File: config.mk
export PLATFORM = sky130hd
export DESIGN_NAME = two_port_sem_flags
export DESIGN_NICKNAME = d
export VERILOG_FILES = /design/src/rtl/sem_flag_pkg.sv /design/src/rtl/sem_port_front.sv /design/src/rtl/sem_flag_cell.sv /design/src/rtl/two_port_sem_flags.sv
export SDC_FILE = /design/constraint.sdc
export NUM_CORES = 1
export LEC_CHECK = 0
export BUFFER_PORTS_ARGS = -buffer_cell sky130_fd_sc_hd__buf_2
export CORE_ASPECT_RATIO = 0.5
export CORE_UTILIZATION = 55
export DETAILED_ROUTE_END_ITERATION = 7
export PLACE_DENSITY = 0.82
export SETUP_SLACK_MARGIN = 0.2
export SLEW_MARGIN = 20
export SYNTH_ARGS = -nofsm -noshare
export SYNTH_HDL_FRONTEND = slang
export SYNTH_SLANG_ARGS = --single-unit
File: constraint.sdc
create_clock -name clk -period 4.6 [get_ports clk]
set_input_delay 0.92 -clock clk [delete_from_list [all_inputs] [get_ports clk]]
set_output_delay 0.92 -clock clk [all_outputs]
set_load 0.05 [all_outputs]
File: src/rtl/sem_flag_pkg.sv
package sem_flag_pkg;

   // holder of one flag
   typedef enum logic [1:0] {
      OWN_NONE  = 2'd0,
      OWN_LEFT  = 2'd1,
      OWN_RIGHT = 2'd2
   } sem_owner_e;

endpackage

File: src/rtl/sem_port_front.sv
// Per-port front end: access qualification, write-commit edge detection,
// address decode into request/release strobes and read data formatting.
module sem_port_front #(
   parameter int ADDR_W    = 3,
   parameter int DATA_W    = 18,
   parameter int LOWER_W   = 9,
   parameter bit LANE_GATE = 1'b0,
   localparam int NUM_FLAGS = 1 << ADDR_W
) (
   input  logic                 clk,
   input  logic                 rst_n,
   input  logic                 sel_n,
   input  logic                 ce_n,
   input  logic                 rw,
   input  logic                 oe_n,
   input  logic                 ub_n,
   input  logic                 lb_n,
   input  logic [ADDR_W-1:0]    addr,
   input  logic                 wbit,
   input  logic [NUM_FLAGS-1:0] flag_view,
   output logic [NUM_FLAGS-1:0] req_vec,
   output logic [NUM_FLAGS-1:0] rel_vec,
   output logic                 wr_evt,
   output logic [DATA_W-1:0]    rdata
);

   localparam int UPPER_W = DATA_W - LOWER_W;

   logic                 rw_d;
   logic                 access_ok;
   logic                 rd_en;
   logic                 view_bit;
   logic [NUM_FLAGS-1:0] addr_hot;

   // previous read/write level; idle level is high so reset never looks like an edge
   always_ff @(posedge clk or negedge rst_n) begin
      if (!rst_n) rw_d <= 1'b1;
      else        rw_d <= rw;
   end

   assign access_ok = ~sel_n & ce_n;
   assign wr_evt    = access_ok & rw & ~rw_d;
   assign addr_hot  = NUM_FLAGS'(1) << addr;

   always_comb begin
      req_vec = '0;
      rel_vec = '0;
      if (wr_evt) begin
         if (wbit) rel_vec = addr_hot;
         else      req_vec = addr_hot;
      end
   end

   assign rd_en    = access_ok & rw & ~oe_n;
   assign view_bit = flag_view[addr];

   generate
      if (LANE_GATE) begin : g_lane_gated
         assign rdata[LOWER_W-1:0]      = (rd_en & ~lb_n) ? {LOWER_W{view_bit}} : '0;
         assign rdata[DATA_W-1:LOWER_W] = (rd_en & ~ub_n) ? {UPPER_W{view_bit}} : '0;
      end else begin : g_lane_free
         logic unused_lanes;
         assign unused_lanes = ^{ub_n, lb_n};
         assign rdata        = rd_en ? {DATA_W{view_bit}} : '0;
      end
   endgenerate

endmodule

File: src/rtl/sem_flag_cell.sv
// One flag: holder, and a pending-request bit for each side.
module sem_flag_cell
   import sem_flag_pkg::*;
(
   input  logic clk,
   input  logic rst_n,
   input  logic l_req,
   input  logic l_rel,
   input  logic r_req,
   input  logic r_rel,
   output logic l_view,
   output logic r_view
);

   sem_owner_e own_q, own_d;
   logic       lp_q, lp_d;
   logic       rp_q, rp_d;

   always_comb begin
      own_d = own_q;
      lp_d  = lp_q;
      rp_d  = rp_q;
      unique case (own_q)
         OWN_NONE: begin
            lp_d = 1'b0;
            rp_d = 1'b0;
            if (l_req) begin
               own_d = OWN_LEFT;   // left wins a same-edge collision
               rp_d  = r_req;
            end else if (r_req) begin
               own_d = OWN_RIGHT;
            end
         end
         OWN_LEFT: begin
            if (l_rel) begin
               rp_d  = 1'b0;
               own_d = ((rp_q | r_req) & ~r_rel) ? OWN_RIGHT : OWN_NONE;
            end else begin
               if (r_req) rp_d = 1'b1;
               if (r_rel) rp_d = 1'b0;
            end
         end
         OWN_RIGHT: begin
            if (r_rel) begin
               lp_d  = 1'b0;
               own_d = ((lp_q | l_req) & ~l_rel) ? OWN_LEFT : OWN_NONE;
            end else begin
               if (l_req) lp_d = 1'b1;
               if (l_rel) lp_d = 1'b0;
            end
         end
         default: begin
            own_d = OWN_NONE;
            lp_d  = 1'b0;
            rp_d  = 1'b0;
         end
      endcase
   end

   always_ff @(posedge clk or negedge rst_n) begin
      if (!rst_n) begin
         own_q <= OWN_NONE;
         lp_q  <= 1'b0;
         rp_q  <= 1'b0;
      end else begin
         own_q <= own_d;
         lp_q  <= lp_d;
         rp_q  <= rp_d;
      end
   end

   assign l_view = (own_q != OWN_LEFT);
   assign r_view = (own_q != OWN_RIGHT);

endmodule

File: src/rtl/two_port_sem_flags.sv
module two_port_sem_flags #(
   parameter int ADDR_W    = 3,
   parameter int DATA_W    = 18,
   parameter int LOWER_W   = 9,
   parameter bit LANE_GATE = 1'b0
) (
   input  logic              clk,
   input  logic              rst_n,
   input  logic              l_sel_n,
   input  logic              l_ce_n,
   input  logic              l_rw,
   input  logic              l_oe_n,
   input  logic              l_ub_n,
   input  logic              l_lb_n,
   input  logic [ADDR_W-1:0] l_addr,
   input  logic              l_wbit,
   output logic [DATA_W-1:0] l_rdata,
   input  logic              r_sel_n,
   input  logic              r_ce_n,
   input  logic              r_rw,
   input  logic              r_oe_n,
   input  logic              r_ub_n,
   input  logic              r_lb_n,
   input  logic [ADDR_W-1:0] r_addr,
   input  logic              r_wbit,
   output logic [DATA_W-1:0] r_rdata
);

   localparam int NUM_FLAGS = 1 << ADDR_W;

   generate
      if (ADDR_W < 1 || ADDR_W > 8) begin : g_bad_addr
         $error("two_port_sem_flags: ADDR_W must lie in 1..8");
      end
      if (DATA_W < 2) begin : g_bad_data
         $error("two_port_sem_flags: DATA_W must be at least 2");
      end
      if (LOWER_W < 1 || LOWER_W >= DATA_W) begin : g_bad_lane
         $error("two_port_sem_flags: LOWER_W must lie in 1..DATA_W-1");
      end
   endgenerate

   logic [NUM_FLAGS-1:0] l_view, r_view;
   logic [NUM_FLAGS-1:0] l_req_vec, l_rel_vec, r_req_vec, r_rel_vec;
   logic                 l_wr_evt, r_wr_evt;

   sem_port_front #(
      .ADDR_W(ADDR_W), .DATA_W(DATA_W), .LOWER_W(LOWER_W), .LANE_GATE(LANE_GATE)
   ) u_left (
      .clk(clk), .rst_n(rst_n),
      .sel_n(l_sel_n), .ce_n(l_ce_n), .rw(l_rw), .oe_n(l_oe_n),
      .ub_n(l_ub_n), .lb_n(l_lb_n), .addr(l_addr), .wbit(l_wbit),
      .flag_view(l_view), .req_vec(l_req_vec), .rel_vec(l_rel_vec),
      .wr_evt(l_wr_evt), .rdata(l_rdata)
   );

   sem_port_front #(
      .ADDR_W(ADDR_W), .DATA_W(DATA_W), .LOWER_W(LOWER_W), .LANE_GATE(LANE_GATE)
   ) u_right (
      .clk(clk), .rst_n(rst_n),
      .sel_n(r_sel_n), .ce_n(r_ce_n), .rw(r_rw), .oe_n(r_oe_n),
      .ub_n(r_ub_n), .lb_n(r_lb_n), .addr(r_addr), .wbit(r_wbit),
      .flag_view(r_view), .req_vec(r_req_vec), .rel_vec(r_rel_vec),
      .wr_evt(r_wr_evt), .rdata(r_rdata)
   );

   generate
      for (genvar gi = 0; gi < NUM_FLAGS; gi++) begin : g_flag
         sem_flag_cell u_cell (
            .clk(clk), .rst_n(rst_n),
            .l_req(l_req_vec[gi]), .l_rel(l_rel_vec[gi]),
            .r_req(r_req_vec[gi]), .r_rel(r_rel_vec[gi]),
            .l_view(l_view[gi]), .r_view(r_view[gi])
         );
      end
   endgenerate

endmodule

==> impl_results.md <==
* Largest family of logic cells by synthesized area: compound AO/OA/AOI/OAI gates
* Worst clock skew on the final layout at around 0.0057 ns
* Sequential share of power at 45.4%
* Mux share of post-synthesis cell area at 2.39%
* Effective utilization at floorplan at 59.0%
* Sum Neg Setup Slack at 0 ns
* Vias in the first global route at around 2300
* Hold-fix buffer count after cts at 0
* Worst reg2reg setup slack at between 2 and 2.5 ns
* Final clock period utilization by the worst path at 83.1%
* Worst voltage drop across the vdd grid at between 100 and 150 uV
* Unique cell type count in the Yosys netlist at 55
* Final-layout fill cell count at 400
* DRC violation count after routing at 0
* Cells after synthesis at between 300 and 400
* DR iter-0 viols at roughly 260
* Total global-route track usage at about 28%
* YS warnings at 0
* LEAKAGE at between 1 and 1.5 nW
* Diode insertion count for antenna repair at 0
* Switching portion of total power at between 30 and 40%
* Run status: finished clean
* Power per unit of standard cell area at 287 nW/um^2
* Vias after detailed routing at between 2000 and 3000
* Final global-route overflow total at 0
* Reg area at 853 um^2
* CTS tree: built
* Share of synthesized registers carrying an async set or reset at 100%
* Overall die area at around 5200 um^2
* CTS root buffer: sky130_fd_sc_hd__clkbuf_8
* Top cell type by total area after synthesis: sky130_fd_sc_hd__dfrtp_1
* Wire length after detailed routing at just under 7000 um
* Number of detailed-routing iterations run before antenna repair at 5
* Largest fanout of any net on the critical path at 18
* Post-detailed-route count of antenna-violating nets at 0
* Non-Filler Cell Area, Final at approximately 2800 um^2
* Required time at the endpoint of the critical path at 3.68 ns
* Final Core Density at between 60% and 70%
* Number of primary I/O pins at 58
* Adder and majority gate portion of the synthesized area at 0%
* Kind of critical path: in -> out
* Most frequently used cell type in the post-synthesis netlist: sky130_fd_sc_hd__buf_4
* Max clock buf depth at 2
* Kind of path behind the tightest hold check: reg -> reg
* Setup fix buffers added after clock tree synthesis at 0
* Count of H-tree levels built during CTS at 2
* Ratio of cells with drive above 1 in the final layout at 19.9%
* Post-CTS clock slew at the launch and capture registers of the worst setup and hold paths at 0.07 ns
* Top post-synthesis cells by count: sky130_fd_sc_hd__buf_4 (34), sky130_fd_sc_hd__dfrtp_1 (32), sky130_fd_sc_hd__nand2_1 (31)
* Number of resized instances in the post-cts repair step at 0
* Tightest Pin Transition at roughly 0.83 ns
* Vertical die dimension at around 51 um
* Number of port buffers at 53
* Synthesized-area fraction occupied by ao, oa, aoi and oai cells at roughly a quarter
* Share of total power in the clock network at 27.1%
* Main flop type after synthesis: sky130_fd_sc_hd__dfrtp_1
* Final number of max-transition violations at 0
* Final hold violations at 0
* Largest net degree at the start of global routing at 35
* Wire length per cell after detailed routing at roughly 16 um
* Total placed instance area at 2720 um^2
* Max cap viols at 0
* Post-synthesis cell area at about 2700 um^2
* Number of nets in the synthesized netlist at 354
* CP endpoint kind: output pin
* Average instance area after synthesis at between 8 and 9 um^2
* Gate power share at 27.5%
* Post-synthesis sequential element count at 34
* Final net count at between 300 and 400
* Number of enable flip-flop cells after synthesis at 0
* Die width at 101 um
* Sequential area share after synthesis at a little under a third
* Synthesized-area fraction occupied by xor and xnor cells at 0%
* Area overhead of the layout relative to synthesis at 4.63%
* Area occupied by multi-input gates at roughly 1500 um^2
* Data arrival time at the worst-slack endpoint at 2.90 ns
* Number of vias per cell at between 6 and 7
* First-pass GRT wire length at roughly 11000 um
* Area fraction in and, or, nand and nor cells after synthesis at a little over a quarter
* Post-layout minimum cycle time at about 3.8 ns
* Cell internal power dissipation at 513 uW
* Half-perimeter wire length after detailed placement at 4860 um
* Final Setup Violations at 0
* Site row count at 17
* Switching power summed over all nets at about 290 uW
* Antenna violations before repair at 0
* Top cell type's share of synthesized area at between 20 and 30%
* Core Area at roughly 4500 um^2
* Clock insertion delay at the later pin of the skew report at 0.29 ns
* Setup repair after global routing missed its margin: false
* Final weighted congestion in routability-driven placement at 0.866
* Max Fclk at around 0.26 GHz
* Top cells by area in the synthesized netlist: sky130_fd_sc_hd__dfrtp_1 (30%), sky130_fd_sc_hd__buf_4 (9.6%), sky130_fd_sc_hd__nand2_1 (4.4%), sky130_fd_sc_hd__a21oi_1 (4.1%), sky130_fd_sc_hd__o21ai_0 (3.9%)
* Clock buffer count from CTS at 5
* Startpoint class of the critical path: input pin
* Headroom to the max-slew limit at ~45%
* Num Clock Sinks at 34
-- worst max-delay path, stage by stage --
cell                       delay [ns]
sky130_fd_sc_hd__buf_2           0.27
sky130_fd_sc_hd__inv_1           0.22
sky130_fd_sc_hd__mux4_2          0.37
sky130_fd_sc_hd__nor2_1          0.07
sky130_fd_sc_hd__a211oi_2        0.66
sky130_fd_sc_hd__buf_2           0.39
-- layout make-up --
type | instances | area share [%]
multi-input cells | 241 | 52.8
inverters | 10 | 1.34
clock buffers | 8 | 2.86
well taps | 66 | 2.95
repair buffers | 53 | 9.49
flip-flops and latches | 34 | 30.5
-- power groups by stage --
stage / Sequential, mW / Clock (mW) / Combinational (mW)
floorplan: 0.358 / 0 / 0.176
global placement: 0.365 / 0 / 0.212
detailed placement: 0.367 / 0 / 0.217
CTS: 0.362 / 0.220 / 0.219
global route: 0.369 / 0.235 / 0.243
finish: 0.364 / 0.218 / 0.221
-- registers in the layout (all words and copies together) (netlist names) --
name                 count
u_right.rw_d             1
g_flag.u_cell.lp_q       8
g_flag.u_cell.rp_q       8
u_left.rw_d              1
g_flag.u_cell.own_q     16
-- layout by cell type (no fill, tap or decap), types with 7 or more instances in the layout --
| master | instances |
|---|---|
| sky130_fd_sc_hd__a21oi_1 | 22 |
| sky130_fd_sc_hd__a31oi_1 | 8 |
| sky130_fd_sc_hd__buf_2 | 53 |
| sky130_fd_sc_hd__dfrtp_1 | 32 |
| sky130_fd_sc_hd__inv_1 | 10 |
| sky130_fd_sc_hd__nand2_1 | 31 |
| sky130_fd_sc_hd__nand2b_1 | 10 |
| sky130_fd_sc_hd__nand3_1 | 10 |
| sky130_fd_sc_hd__nor2_1 | 26 |
| sky130_fd_sc_hd__nor2b_1 | 13 |
| sky130_fd_sc_hd__nor3_1 | 9 |
| sky130_fd_sc_hd__o21ai_0 | 21 |
| sky130_fd_sc_hd__o31ai_1 | 8 |
| sky130_fd_sc_hd__or3_1 | 7 |
-- through the flow --
stage          worst slack, ns  hold slack [ns]  total power [mW]  cells
3_5_place_dp             0.821            0.482             0.584    404
5_1_grt                  0.566            0.510             0.847    412
4_1_cts                  0.805            0.498             0.801    412
3_3_place_gp             0.881            0.472             0.578    404
2_1_floorplan            0.553            0.448             0.534    332
6_report                 0.775            0.496             0.803    412
-- layer usage --
layer / global-route usage (%) / share of wire (%)
met5: 0 / 0
met4: 9.42 / 1.0
met3: 6.57 / 11
met2: 43.2 / 44
met1: 38.5 / 44
-- cells by family (layout without fill, tap and decap cells) --
logic type	after synthesis	in the layout
flops	34	34
simple gates	131	131
mux	5	5
buf+inv	57	71
compound gates	105	105
-- worst paths after layout --
path | start | to | cells past startpoint
setup / recovery | l_addr[2] | l_rdata[14] | 6
hold / removal | g_flag[0].u_cell.lp_q$_DFFE_PN0P_ | g_flag[0].u_cell.lp_q$_DFFE_PN0P_ | 1
setup reg to reg | u_right.rw_d$_DFF_PN1_ | g_flag[6].u_cell.own_q[1]$_DFFE_PN0P_ | 5
hold reg to reg | g_flag[0].u_cell.lp_q$_DFFE_PN0P_ | g_flag[0].u_cell.lp_q$_DFFE_PN0P_ | 1
max in group asynchronous | rst_n | g_flag[6].u_cell.own_q[0]$_DFFE_PN0P_ | 1
min in group asynchronous | rst_n | g_flag[3].u_cell.rp_q$_DFFE_PN0P_ | 1
Note: power is estimated with default switching activity, not from simulation.
